==> src/rtl/slot_dispatch_pkg.sv <==
package slot_dispatch_pkg;

    // Scanner phases: waiting for a trigger, searching the bitmap, offer outstanding
    typedef enum logic [1:0] {
        SC_IDLE  = 2'd0,
        SC_SEEK  = 2'd1,
        SC_OFFER = 2'd2
    } scan_state_e;

endpackage

==> src/rtl/issue_bitmap.sv <==
module issue_bitmap #(
    parameter int NSLOT = 32
) (
    input  logic             clk,
    input  logic             rst,
    input  logic [NSLOT-1:0] set_mask,
    input  logic [NSLOT-1:0] clr_mask,
    output logic [NSLOT-1:0] bits
);
    // A software set outranks a clear of the same bit in the same cycle
    always_ff @(posedge clk) begin
        if (rst) bits <= '0;
        else     bits <= (bits & ~clr_mask) | set_mask;
    end
endmodule

==> src/rtl/slot_pick.sv <==
module slot_pick #(
    parameter int NSLOT = 32,
    parameter int SW    = 5
) (
    input  logic [NSLOT-1:0] bits,
    input  logic [SW:0]      floor_idx,
    output logic             hit,
    output logic [SW-1:0]    idx
);
    logic [NSLOT-1:0] elig;

    // Only slots at or above the scan cursor are candidates
    for (genvar i = 0; i < NSLOT; i++) begin : g_elig
        localparam logic [SW:0] POS = (SW+1)'(i);
        assign elig[i] = bits[i] && (POS >= floor_idx);
    end

    // Lowest eligible index wins
    always_comb begin
        hit = 1'b0;
        idx = '0;
        for (int i = NSLOT - 1; i >= 0; i--) begin
            if (elig[i]) begin
                hit = 1'b1;
                idx = SW'(i);
            end
        end
    end
endmodule

==> src/rtl/busy_tracker.sv <==
module busy_tracker #(
    parameter int SW = 5
) (
    input  logic          clk,
    input  logic          rst,
    input  logic          port_rst,
    input  logic          rec_en,
    input  logic [SW-1:0] rec_idx,
    input  logic          drop_en,
    output logic          valid,
    output logic [SW-1:0] idx
);
    // Priority: port reset, then a new record, then a retire
    always_ff @(posedge clk) begin
        if (rst) begin
            valid <= 1'b0;
            idx   <= '0;
        end else if (port_rst) begin
            valid <= 1'b0;
        end else if (rec_en) begin
            valid <= 1'b1;
            idx   <= rec_idx;
        end else if (drop_en) begin
            valid <= 1'b0;
        end
    end
endmodule

==> src/rtl/slot_dispatch.sv <==
module slot_dispatch
    import slot_dispatch_pkg::*;
#(
    parameter int NSLOT = 32,
    localparam int SW   = (NSLOT > 1) ? $clog2(NSLOT) : 1
) (
    input  logic             clk,
    input  logic             rst,
    input  logic             cmd_wr,
    input  logic             cmd_start,
    input  logic             issue_wr,
    input  logic [NSLOT-1:0] issue_data,
    input  logic             done_evt,
    input  logic             port_rst,
    input  logic             eng_bsy,
    input  logic             eng_drq,
    input  logic             offer_ack,
    input  logic             offer_running,
    output logic             offer_valid,
    output logic [SW-1:0]    offer_slot,
    output logic [NSLOT-1:0] issue_bits,
    output logic             busy_valid,
    output logic [SW-1:0]    busy_slot
);
    scan_state_e      st_q;
    logic [SW:0]      cur_q;
    logic [SW-1:0]    slot_q;
    logic             run_q;
    logic             kick_q;

    logic             eng_stall;
    logic             done_ok;
    logic             ack_done;
    logic             ack_run;
    logic             kick;
    logic             pick_hit;
    logic [SW-1:0]    pick_idx;
    logic [NSLOT-1:0] set_mask;
    logic [NSLOT-1:0] clr_mask;

    assign eng_stall = eng_bsy | eng_drq;
    assign done_ok   = done_evt & busy_valid & ~eng_stall;
    assign ack_done  = (st_q == SC_OFFER) & offer_ack & ~offer_running;
    assign ack_run   = (st_q == SC_OFFER) & offer_ack & offer_running;
    assign kick      = cmd_wr | issue_wr | done_evt;

    assign set_mask = issue_wr ? issue_data : '0;
    assign clr_mask = (ack_done ? (NSLOT'(1) << slot_q)    : '0)
                    | (done_ok  ? (NSLOT'(1) << busy_slot) : '0);

    issue_bitmap #(.NSLOT(NSLOT)) u_bitmap (
        .clk      (clk),
        .rst      (rst),
        .set_mask (set_mask),
        .clr_mask (clr_mask),
        .bits     (issue_bits)
    );

    slot_pick #(.NSLOT(NSLOT), .SW(SW)) u_pick (
        .bits      (issue_bits),
        .floor_idx (cur_q),
        .hit       (pick_hit),
        .idx       (pick_idx)
    );

    busy_tracker #(.SW(SW)) u_busy (
        .clk      (clk),
        .rst      (rst),
        .port_rst (port_rst),
        .rec_en   (ack_run),
        .rec_idx  (slot_q),
        .drop_en  (done_ok),
        .valid    (busy_valid),
        .idx      (busy_slot)
    );

    // Run bit follows each command-register write
    always_ff @(posedge clk) begin
        if (rst)         run_q <= 1'b0;
        else if (cmd_wr) run_q <= cmd_start;
    end

    // A trigger seen mid-scan is kept and served once the scanner is idle again
    always_ff @(posedge clk) begin
        if (rst) kick_q <= 1'b0;
        else     kick_q <= kick | (kick_q & (st_q != SC_IDLE));
    end

    always_ff @(posedge clk) begin
        if (rst) begin
            st_q   <= SC_IDLE;
            cur_q  <= '0;
            slot_q <= '0;
        end else begin
            unique case (st_q)
                SC_IDLE: begin
                    if (kick_q && run_q && (issue_bits != '0)) begin
                        st_q  <= SC_SEEK;
                        cur_q <= '0;
                    end
                end
                SC_SEEK: begin
                    if (!run_q || !pick_hit || eng_stall) begin
                        st_q <= SC_IDLE;
                    end else begin
                        st_q   <= SC_OFFER;
                        slot_q <= pick_idx;
                    end
                end
                SC_OFFER: begin
                    if (offer_ack) begin
                        cur_q <= {1'b0, slot_q} + 1'b1;
                        st_q  <= SC_SEEK;
                    end
                end
                default: st_q <= SC_IDLE;
            endcase
        end
    end

    assign offer_valid = (st_q == SC_OFFER);
    assign offer_slot  = slot_q;

endmodule

==> config.mk <==
export PLATFORM = sky130hd
export DESIGN_NAME = slot_dispatch
export DESIGN_NICKNAME = d
export VERILOG_FILES = /design/src/rtl/slot_dispatch_pkg.sv /design/src/rtl/issue_bitmap.sv /design/src/rtl/slot_pick.sv /design/src/rtl/busy_tracker.sv /design/src/rtl/slot_dispatch.sv
export SDC_FILE = /design/constraint.sdc
export NUM_CORES = 1
export LEC_CHECK = 0
export CORE_UTILIZATION = 25
export DETAILED_ROUTE_END_ITERATION = 12
export DONT_BUFFER_PORTS = 1
export GPL_TIMING_DRIVEN = 0
export PLACE_DENSITY = 0.35
export SLEW_MARGIN = 10
export SYNTH_ARGS = -nofsm -noshare
export SYNTH_HDL_FRONTEND = slang
export SYNTH_HIERARCHICAL = 1
export SYNTH_SLANG_ARGS = --single-unit
==> constraint.sdc <==
create_clock -name clk -period 6.2 [get_ports clk]
set_input_delay 1.55 -clock clk [delete_from_list [all_inputs] [get_ports clk]]
set_output_delay 1.55 -clock clk [all_outputs]
set_load 0.01 [all_outputs]
==> Word-level counts from Yosys, hierarchy flattened <==
Cells that the tools add are included.
{ "word_totals": {"in_bits": 43, "romBits": 0, "ff_bits": 53, "mem_bits_rw": 0, "mem_count": 0, "wordCells": 189, "output_inout_bits": 44, "latch_bits": 0} }
{ "op_classes": {"eq_ne": 4, "n_bitwise": 18, "n_reduce_logical": 48, "order_cmp": 32, "n_addsub": 1, "multipliers": 0, "muxes": 76, "shifts": 2, "n_div": 0} }
{ "ops": {"columns": ["operator", "n"], "rows": [
  ["$mux W5", 32],
  ["$ge A5 B6 Y1 const A", 16],
  ["$mux W32", 3],
  ["$or A32 B32 Y32", 2],
  ["$shl A1 B5 Y32 const A", 2],
  ["$ge A4 B6 Y1 const A", 8],
  ["$logic_and A1 B1 Y1", 34],
  ["$mux W1", 34],
  ["$and A32 B32 Y32", 1],
  ["$not A32 Y32", 1],
  ["$reduce_bool A32 Y1", 1],
  ["$ge A3 B6 Y1 const A", 4],
  ["$ge A1 B6 Y1 const A", 2],
  ["$ge A2 B6 Y1 const A", 2],
  ["$mux W6", 2],
  ["$pmux W6 S2", 1],
  ["$add A5 B1 Y6 const B", 1],
  ["$and A1 B1 Y1", 6],
  ["$mux W2", 3],
  ["$pmux W2 S3", 1],
  ["$reduce_and A2 Y1", 3],
  ["$reduce_bool A2 Y1", 3],
  ["$ne A2 B2 Y1 const B", 2],
  ["$not A1 Y1", 4],
  ["other kinds (8)", 13]
]} }

==> Longest topological paths before layout <==
Gate-level depths: netlist of run 1.
{ "depth": {"word_depth": 39, "ltp_mapped": 10, "depth_no_buf": 9} }

==> Modules after synthesis <==
The synthesis of run 1 kept the hierarchy.
{ "by_module_without_submodules": {"columns": ["module", "seq_area_each_um2", "n_inst", "cells_each", "area_each_um2"], "rows": [
  ["slot_dispatch", 300.3, 1, 200, 1551.5],
  ["issue_bitmap", 640.6, 1, 131, 1154.9],
  ["slot_pick", 0.0, 1, 165, 1077.3],
  ["busy_tracker", 120.1, 1, 26, 284.0]
]} }

==> Least setup slack after synthesis of run 1 <==
No wires, ideal clock.
{ "synth_path": {"path_kind": "input port to flip-flop", "startpoint": "input offer_running", "endpoint": "register u_bitmap.bits[8]", "cell_stages": 7, "arrival_time_ns": 2.574, "slack_ns": 3.511, "setup_time_ns": 0.116, "t_required_ns": 6.084, "cell_sequence": "nand4bb_1 -> buf_4 -> nor3b_4 -> and2_2 -> a22o_1 -> nand2b_1 -> a21oi_1"} }
{ "synth_via": {"elab_chain_cells": 7} }
{ "synth_rtl": {"columns": ["element", "line_no", "source"], "rows": [
  ["start: declaration", "slot_dispatch.sv:18", "input logic offer_running,"],
  ["$not A1 Y1", "slot_dispatch.sv:43", "assign ack_done = (st_q == SC_OFFER) & offer_ack & ~offer_running;"],
  ["$and A1 B1 Y1", "slot_dispatch.sv:43", null],
  ["$mux W32", "slot_dispatch.sv:48", "assign clr_mask = (ack_done ? (NSLOT'(1) << slot_q) : '0)"],
  ["$or A32 B32 Y32", "slot_dispatch.sv:49", "| (done_ok ? (NSLOT'(1) << busy_slot) : '0);"],
  ["named net clr_mask[8]", "slot_dispatch.sv:39", "logic [NSLOT-1:0] clr_mask;"],
  ["$not A32 Y32", "issue_bitmap.sv:13", "else bits <= (bits & ~clr_mask) | set_mask;"],
  ["$and A32 B32 Y32", "issue_bitmap.sv:13", null],
  ["$or A32 B32 Y32", "issue_bitmap.sv:13", null],
  ["end signal: assignment", "issue_bitmap.sv:13", null],
  ["end: declaration", "issue_bitmap.sv:8", "output logic [NSLOT-1:0] bits"]
]} }
The timed path passes the listed nets, and every way through them passes these cells.
A chain may end at the register's enable or synchronous reset.

==> Worst setup path in the final report of run 1 <==
{ "layout_path": {"startpoint": "register st_q[1]", "endpoint": "output offer_valid"} }
{ "layout_via": {"elab_chain_cells": 1} }
{ "layout_rtl": {"columns": ["element", "line_no", "source"], "rows": [
  ["start: declaration", "slot_dispatch.sv:25", "scan_state_e st_q;"],
  ["start signal: assignment", "slot_dispatch.sv:91", "st_q <= SC_IDLE;"],
  ["start signal: assignment", "slot_dispatch.sv:98", "st_q <= SC_SEEK;"],
  ["start signal: assignment", "slot_dispatch.sv:104", "st_q <= SC_IDLE;"],
  ["$eq A2 B2 Y1", "slot_dispatch.sv:121", "assign offer_valid = (st_q == SC_OFFER);"],
  ["end: declaration", "slot_dispatch.sv:19", "output logic offer_valid,"]
]} }
No other way between the ends.

==> results of run 1 <==
## sequential cells by signal, summed over array words and instances (netlist names)
signal	count
kick_q	1
st_q	2
u_bitmap/bits	32
run_q	1
u_busy/valid	1
u_busy/idx	5
cur_q	6
offer_slot	5
## critical path, delay by kind of cell (launching register included)
| kind | cells | cell delay, ps |
|---|---|---|
| flip-flops | 1 | 420 |
| buffers and inverters | 1 | 320 |
| AND/OR/NAND/NOR | 1 | 150 |
## stage by stage
step                std cells  area, µm²  util (%)  hold slack, ps
detailed placement        738       4340      27.3             466
global route              746       4490      28.3             509
CTS                       746       4490      28.3             475
global placement          738       4340      27.3             459
finish                    746       4490      28.3             479
floorplan                 522       4070         -             446
## where the power goes
part / leakage (nW) / switching [mW] / internal (mW)
combinational: 1.13 / 0.0606 / 0.0563
sequential: 0.435 / 0.0408 / 0.355
clock: 0.0768 / 0.139 / 0.161
total: 1.65 / 0.240 / 0.573
## worst paths after layout
path,end,cells after the start
setup / recovery,offer_valid,2
setup reg to reg,offer_slot[4],9
hold reg to reg,kick_q,2
hold / removal,kick_q,2
## metal layers
layer	GRT usage [%]	routed length, µm	vias up
met5	0	0	-
met4	7.46	476	0
met3	3.88	858	25
met2	30.7	7210	127
met1	25.3	7020	1880
li1	-	-	1894
## kinds of logic after synthesis
family,synth area share [%]
and+or+nand+nor,32.4
AOI/OAI and AO/OA,29.3
buffers and inverters,8.24
DFF,26.1
adders and majority gates,2.09
muxes,1.48
xor gates and xnor gates,0.431
## area by class of cell
cell class                 instances  area (µm²)
sequential                        53        1060
inverter                          45         169
fill                            1804       11400
buffer                            28         166
clock inverter                     2        13.8
multi-input combinational        396        2670
clock buffer                       6         139
tap                              216         270
## cells in the final DEF (no fill, tap or decap), types with 6 or more instances in the layout
cell,instances
sky130_fd_sc_hd__a22o_1,20
sky130_fd_sc_hd__nor2b_1,11
sky130_fd_sc_hd__a32o_1,9
sky130_fd_sc_hd__nor4_1,9
sky130_fd_sc_hd__o211ai_1,6
sky130_fd_sc_hd__clkbuf_1,9
sky130_fd_sc_hd__nand2b_1,42
sky130_fd_sc_hd__inv_1,44
sky130_fd_sc_hd__nand4bb_1,6
sky130_fd_sc_hd__ha_1,6
sky130_fd_sc_hd__nor3_1,7
sky130_fd_sc_hd__and2_1,38
sky130_fd_sc_hd__mux2i_1,6
sky130_fd_sc_hd__nand3_1,9
sky130_fd_sc_hd__nand2_1,30
sky130_fd_sc_hd__o21ai_0,19
sky130_fd_sc_hd__nand4_1,7
sky130_fd_sc_hd__nor2_1,22
sky130_fd_sc_hd__dfxtp_1,53
sky130_fd_sc_hd__a21oi_1,52
==> reports/results.md, run 1 <==
| Step | Parameter | This run |
|---|---|---|
| run status | Status | finished, final reports clean |
| floorplan | Number of placement rows | 46 |
| min path | Path class of the lowest-slack min-delay path | register to register |
| critical path | Data arrival time of the critical path | 1190 ps |
| global routing | Largest net degree at the start of global routing | 17 |
| clock network | Max clock buf depth | 2 |
| timing | Max Clk Rate | 365 MHz |
| job | # Max-Cap Violations | 0 |
| timing | Tightest Pin Transition | 643 ps |
| power | Pwr Total | 813 µW |
| clock network | Cts-stage hold buffer count | 0 |
| route | Number of routed nets with antenna violations | 0 |
| placed design | Count of buffers inserted at the top-level ports | 0 |
| critical path | Setup CP Type | register to output pin |
| timing | Number of pins with negative max-slew slack in the final report | 0 |
| floorplan | Core region area | 15900 µm² |
| logic synthesis | Cell count after synthesis | 522 |
| logic synthesis | Mean post-synth cell area | 7.79 µm² |
| placed design | Global placer's final weighted congestion | 0.848 |
| timing | Worst setup margin | 3460 ps |
| global routing | Number of global-route vias before repair | 3912 |
| global routing | Overall track demand over capacity in global routing | 19.2% |
| logic synthesis | Most numerous cell in the Yosys netlist | sky130_fd_sc_hd__dfxtp_1 |
| finish | Fraction of layout instances using a drive strength above 1 | 10.0% |
| route | DRC violation total after the first TritonRoute iteration | 217 |
| global routing | Number of antenna violations at the first check in global routing | 0 |
| route | DR pass1 iterations | 4 |
| power | Worst-case vdd ir drop | 0.135 mV |
| logic synthesis | Commonest cells in the synthesized netlist | sky130_fd_sc_hd__dfxtp_1 (53), sky130_fd_sc_hd__a21oi_1 (52), sky130_fd_sc_hd__inv_1 (44) |
| finish | Signed area change from the synthesized netlist to the final layout | 10.4% |
| power | P_leak | 1.65 nW |
| logic synthesis | Post-synthesis instance area | 4070 µm² |
| logic synthesis | Synthesized flop and latch total | 53 |
| logic synthesis | Share of the synthesized area in the top cell type | 26.1% |
| route | Routed WL per cell | 20.9 µm |
| timing | Hold Violations, Final | 0 |
| critical path | Critical Path Start | st_q[1] |
| critical path | Cell-by-cell trace of the critical path | nor2b_1, clkbuf_1 |
| critical path | Req. time, crit path | 4650 ps |
| critical path | Maximum fanout count along the critical path | 7 |
| finish | Number of inserted diodes | 0 |
| route | Detail-routed via count per cell | 5.26 |
| timing | Final setup violation count | 0 |
| finish | Layout Nets | 578 |
| min path | Start point of the worst min-delay path | kick_q |
| clock network | TritonCTS clock tree | done |
| global routing | Final global-route overflow total | 0 |
| timing | Clock period minus final worst setup slack | 2740 ps |
| clock network | Number of buffers inserted during clock tree synthesis | 5 |
| floorplan | Floorplan die area | 16800 µm² |
| critical path | Delay of the slowest cell on the worst path | 420 ps |
| route | Overall routed net length | 15.6 mm |
| floorplan | Vertical die dimension | 130 µm |
| critical path | Capturing element type of the critical path | output pin |
| logic synthesis | Ys flop type | sky130_fd_sc_hd__dfxtp_1 |
| floorplan | IO Pins | 87 |
| critical path | Crit start category | register |
| logic synthesis | Proportion of synthesized flip-flops having asynchronous set or reset | 0% |
| floorplan | Die Width | 130 µm |
| clock network | Total number of clock tree sinks | 53 |
| logic synthesis | Fraction of the yosys area taken by sequential cells | 26.1% |
| clock network | Clk Latency, worst-skew pair | 300 ps |
| timing | Post-Route Setup TNS | 0 ps |
| clock network | Count of buffers added by post-CTS timing repair for setup | 0 |
| clock network | Total number of H-tree levels | 2 |
| logic synthesis | Count of yosys warnings during synthesis | 6 |
| timing | Slew headroom | 56.7% |
| timing | Unrepaired setup endpoints after global routing | no |
| critical path | Slowest cell on the critical path | sky130_fd_sc_hd__dfxtp_1 |
| route | Total via count in the routed design | 3926 |
| logic synthesis | Synth Net Count | 571 |
| clock network | Clock edge transition at the registers on the reported setup and hold paths | 70 ps |
| placed design | Pre-CTS WS | 3110 ps |
| logic synthesis | Number of distinct library cells after synthesis | 78 |
| logic synthesis | EDFF count, synth | 0 |
| logic synthesis | Biggest area contributors in the synthesized netlist | sky130_fd_sc_hd__dfxtp_1 (26%), sky130_fd_sc_hd__nand2b_1 (6.5%), sky130_fd_sc_hd__a21oi_1 (6.4%) |
| logic synthesis | Cell type with the highest aggregate area in the netlist | sky130_fd_sc_hd__dfxtp_1 |
| global routing | Global-route wire length before repair | 23.8 mm |
| placed design | HPWL Detailed | 12.3 mm |
| critical path | Internal reg-to-reg setup slack | 3520 ps |
| critical path | Reg2reg start | cur_q[0] |
| timing | Clock skew | 7.56 ps |
| power | Power density over the cells | 181 nW/µm² |
| clock network | Root buffer selected by CTS | sky130_fd_sc_hd__clkbuf_16 |
| clock network | Post_cts resized | 0 |
| timing | Fraction of the cycle the final worst path needs | 44.2% |
| route | Post-detailed-route DRC marker count | 0 |
| floorplan | Starting density of the core | 25.6% |
Power figures use the tool's default switching activity.
==> inputs of run 2 (changes only) <==
ABC_AREA = 1   (was unset)
PLACE_DENSITY = 0.37   (was 0.35)
clock period = 2.3 ns   (was 6.2 ns; I/O delays follow)
==> run 2 against run 1 <==
The flow now finishes with violations (negative setup slack). Non-clock buffer count up 11. Largest power group unchanged. Largest cell class unchanged. Setup slack worse by 3900 ps. Combinational power rose to 3.4 times the previous value. Sequential power rose to 2.6 times the previous value. First-iteration DRC count up 16%. Cell count up 22%. Critical path depth up 28.
==> reports/results.md, run 2 <==
| Step | Parameter | This run |
|---|---|---|
| min path | Worst Hold Path Cells | 1 |
| timing | Final setup violation count | 5 |
| clock network | Root buffer selected by CTS | sky130_fd_sc_hd__clkbuf_16 |
| route | Routed WL per cell | 16.1 µm |
| timing | Min Hold Slack | 334 ps |
| finish | Number of fillers in the final layout | 1792 |
| logic synthesis | Proportion of synthesized flip-flops having asynchronous set or reset | 0% |
| logic synthesis | Share of the synthesized area in the top cell type | 27.1% |
| critical path | Reg2reg start | cur_q[1] |
| route | Post-detailed-route DRC marker count | 0 |
| floorplan | Die Width | 127 µm |
| logic synthesis | Synthesized flop and latch total | 53 |
| floorplan | Starting density of the core | 25.7% |
| critical path | Maximum fanout count along the critical path | 4 |
| timing | Max Clk Rate | 365 MHz |
| min path | Path class of the lowest-slack min-delay path | input port to register |
| logic synthesis | Ys flop type | sky130_fd_sc_hd__dfxtp_1 |
| finish | Most flops, register | u_bitmap/bits |
| clock network | Number of buffers inserted during clock tree synthesis | 5 |
| logic synthesis | Cell count after synthesis | 677 |
| power | Pwr Total | 2.33 mW |
| critical path | Delay of the slowest cell on the worst path | 360 ps |
| clock network | Clock edge transition at the registers on the reported setup and hold paths | 70 ps |
| critical path | Setup CP Type | register to register |
| power | Worst-case vdd ir drop | 0.266 mV |
| timing | Hold Violations, Final | 0 |
| floorplan | Core region area | 15300 µm² |
| power | Switching power | 703 µW |
| critical path | Largest delay contributor family on the critical path | simple AND/OR/NAND/NOR gates |
| floorplan | Vertical die dimension | 127 µm |
| route | DR pass1 iterations | 5 |
| timing | Clock period minus final worst setup slack | 2740 ps |
| clock network | Max clock buf depth | 2 |
| critical path | Register-to-Register Path Depth | 30 |
| route | DRC violation total after the first TritonRoute iteration | 252 |
| floorplan | Floorplan die area | 16200 µm² |
| timing | Tightest Pin Transition | 571 ps |
| critical path | Critical Path Start | cur_q[1] |
| logic synthesis | Count of yosys warnings during synthesis | 6 |
| finish | Registers with the highest flip-flop counts | u_bitmap/bits: 32 flops, cur_q: 6 flops |
| critical path | Capturing element type of the critical path | register |
| placed design | Count of buffers inserted at the top-level ports | 0 |
| power | Switching Fraction | 30.2% |
| critical path | Crit path to | offer_slot[0] |
| logic synthesis | Fraction of the yosys area taken by sequential cells | 27.1% |
| placed design | Inst Count DP | 888 |
| job | # Max-Cap Violations | 0 |
| finish | Largest register FFs | 32 |
| global routing | Global-route wire length before repair | 22.2 mm |
| run status | Violations in the final reports | negative setup slack |
| finish | Most frequent cells in the layout | sky130_fd_sc_hd__nand2_1 (162), sky130_fd_sc_hd__inv_1 (139), sky130_fd_sc_hd__nor2_1 (60) |
| finish | Signed area change from the synthesized netlist to the final layout | 18.3% |
| floorplan | Number of placement rows | 45 |
| critical path | Most numerous cell on the critical path | sky130_fd_sc_hd__nand2_1 |
| logic synthesis | Most numerous cell in the Yosys netlist | sky130_fd_sc_hd__nand2_1 |
| timing | Clock skew | 6.04 ps |
| power | Part of the total power dissipated in the clock network | 38.2% |
| clock network | Total number of H-tree levels | 2 |
| route | Total via count in the routed design | 4215 |
| logic synthesis | Cell type with the highest aggregate area in the netlist | sky130_fd_sc_hd__dfxtp_1 |
| logic synthesis | Number of distinct library cells after synthesis | 33 |
| placed design | Global placer's final weighted congestion | 0.844 |
| global routing | Number of antenna violations at the first check in global routing | 0 |
| global routing | Number of global-route vias before repair | 3972 |
| clock network | Total number of clock tree sinks | 53 |
| critical path | Endpoint of the lowest-slack register-to-register path | offer_slot[0] |
| logic synthesis | Synth Net Count | 726 |
| critical path | Req. time, crit path | 2530 ps |
| logic synthesis | EDFF count, synth | 0 |
| route | Number of routed nets with antenna violations | 0 |
| power | Gate power share | 17.0% |
| global routing | Overall track demand over capacity in global routing | 18.3% |
| critical path | Internal reg-to-reg setup slack | -440 ps |
| global routing | Largest net degree at the start of global routing | 17 |
| timing | Slew headroom | 61.9% |
| critical path | Crit start category | register |
| placed design | HPWL Detailed | 11.8 mm |
| global routing | Final global-route overflow total | 0 |
| power | Register share of total power | 44.8% |
| finish | Number of inserted diodes | 0 |
| finish | Fraction of the core area covered by cells at the end of the flow | 30.3% |
| timing | Post-Route Setup TNS | -909 ps |
| finish | Fraction of layout instances using a drive strength above 1 | 14.0% |
| critical path | Sum of buffers and inverters on the critical path | 3 |
| finish | Leading cell type in the layout, fill and taps excluded | sky130_fd_sc_hd__nand2_1 |
| clock network | Cts-stage hold buffer count | 0 |
| clock network | TritonCTS clock tree | done |
| logic synthesis | Commonest cells in the synthesized netlist | sky130_fd_sc_hd__nand2_1 (171), sky130_fd_sc_hd__inv_1 (140), sky130_fd_sc_hd__nor2_1 (71) |
| finish | Non-filler instance count after layout | 913 |
| clock network | Clk Latency, worst-skew pair | 300 ps |
| logic synthesis | Mean post-synth cell area | 5.78 µm² |
| placed design | Dpl cell area | 4180 µm² |
| logic synthesis | Post-synthesis instance area | 3920 µm² |
| finish | Layout Nets | 750 |
| power | P_leak | 2.08 nW |
| critical path | Slowest cell on the critical path | sky130_fd_sc_hd__dfxtp_4 |
| run status | Status | complete, but fails checks |
| finish | Final cell area excluding filler cells | 4630 µm² |
| floorplan | IO Pins | 87 |
| placed design | Pre-CTS WS | -522 ps |
| timing | Number of pins with negative max-slew slack in the final report | 0 |
| power | Power density over the cells | 502 nW/µm² |
| route | Overall routed net length | 14.7 mm |
| logic synthesis | Biggest area contributors in the synthesized netlist | sky130_fd_sc_hd__dfxtp_1 (27%), sky130_fd_sc_hd__nand2_1 (16%), sky130_fd_sc_hd__inv_1 (13%) |
| min path | Start point of the worst min-delay path | rst |
| critical path | Levels on crit path | 30 |
| route | Detail-routed via count per cell | 4.62 |
| timing | Worst setup margin | -441 ps |
| critical path | Data arrival time of the critical path | 2970 ps |
| timing | Fraction of the cycle the final worst path needs | 119% |
| timing | Unrepaired setup endpoints after global routing | yes |
| power | Internal Dissipation | 1.62 mW |
run 2: worst min-delay path by stage:
stage,endpoint,slack (ps)
after floorplan,kick_q,450
after global placement,kick_q,470
after detailed placement,kick_q,470
after CTS,u_bitmap/bits[28],320
after global routing,u_bitmap/bits[31],320
final,u_bitmap/bits[28],330
run 2: power by group through the flow:
stage          Clock (mW)  Sequential, mW  Combinational, mW
4_1_cts             0.931            1.04              0.374
3_3_place_gp            0            1.07              0.357
3_5_place_dp            0            1.07              0.356
6_report            0.888            1.04              0.396
2_1_floorplan           0            1.04              0.276
5_1_grt             0.954            1.05              0.452
run 2: metal layers:
layer / track usage, % / vias to the layer above / wire, µm
met5: 0 / - / 0
met4: 6.16 / 0 / 282
met3: 3.81 / 13 / 703
met2: 30.2 / 122 / 6870
met1: 23.8 / 1925 / 6840
li1: - / 2155 / -
run 2: repair_timing:
item,in CTS,in global routing
gates resized for setup,29,31
pin swaps,15,8
endpoints found under the setup margin,6,6
setup buffers,9,9
run 2: final cells by class:
class / count / area [µm²] / area share (%)
multi-input cells: 452 / 2250 / 48.6
flip-flops and latches: 53 / 1080 / 23.3
inverters: 150 / 563 / 12.2
well taps: 211 / 264 / 5.70
plain buffers: 22 / 159 / 3.43
repair buffers: 17 / 146 / 3.16
clock buffers: 6 / 129 / 2.78
clock inverters: 2 / 38.8 / 0.838
run 2: logic make-up (layout without fill, tap and decap cells):
group | Yosys count | count (layout) | synth area share (%)
DFF | 53 | 53 | 27.1
adders and majority gates | 6 | 6 | 1.92
and+or+nand+nor | 329 | 329 | 36.2
AOI/OAI and AO/OA | 117 | 117 | 16.5
buffers and inverters | 172 | 197 | 18.3
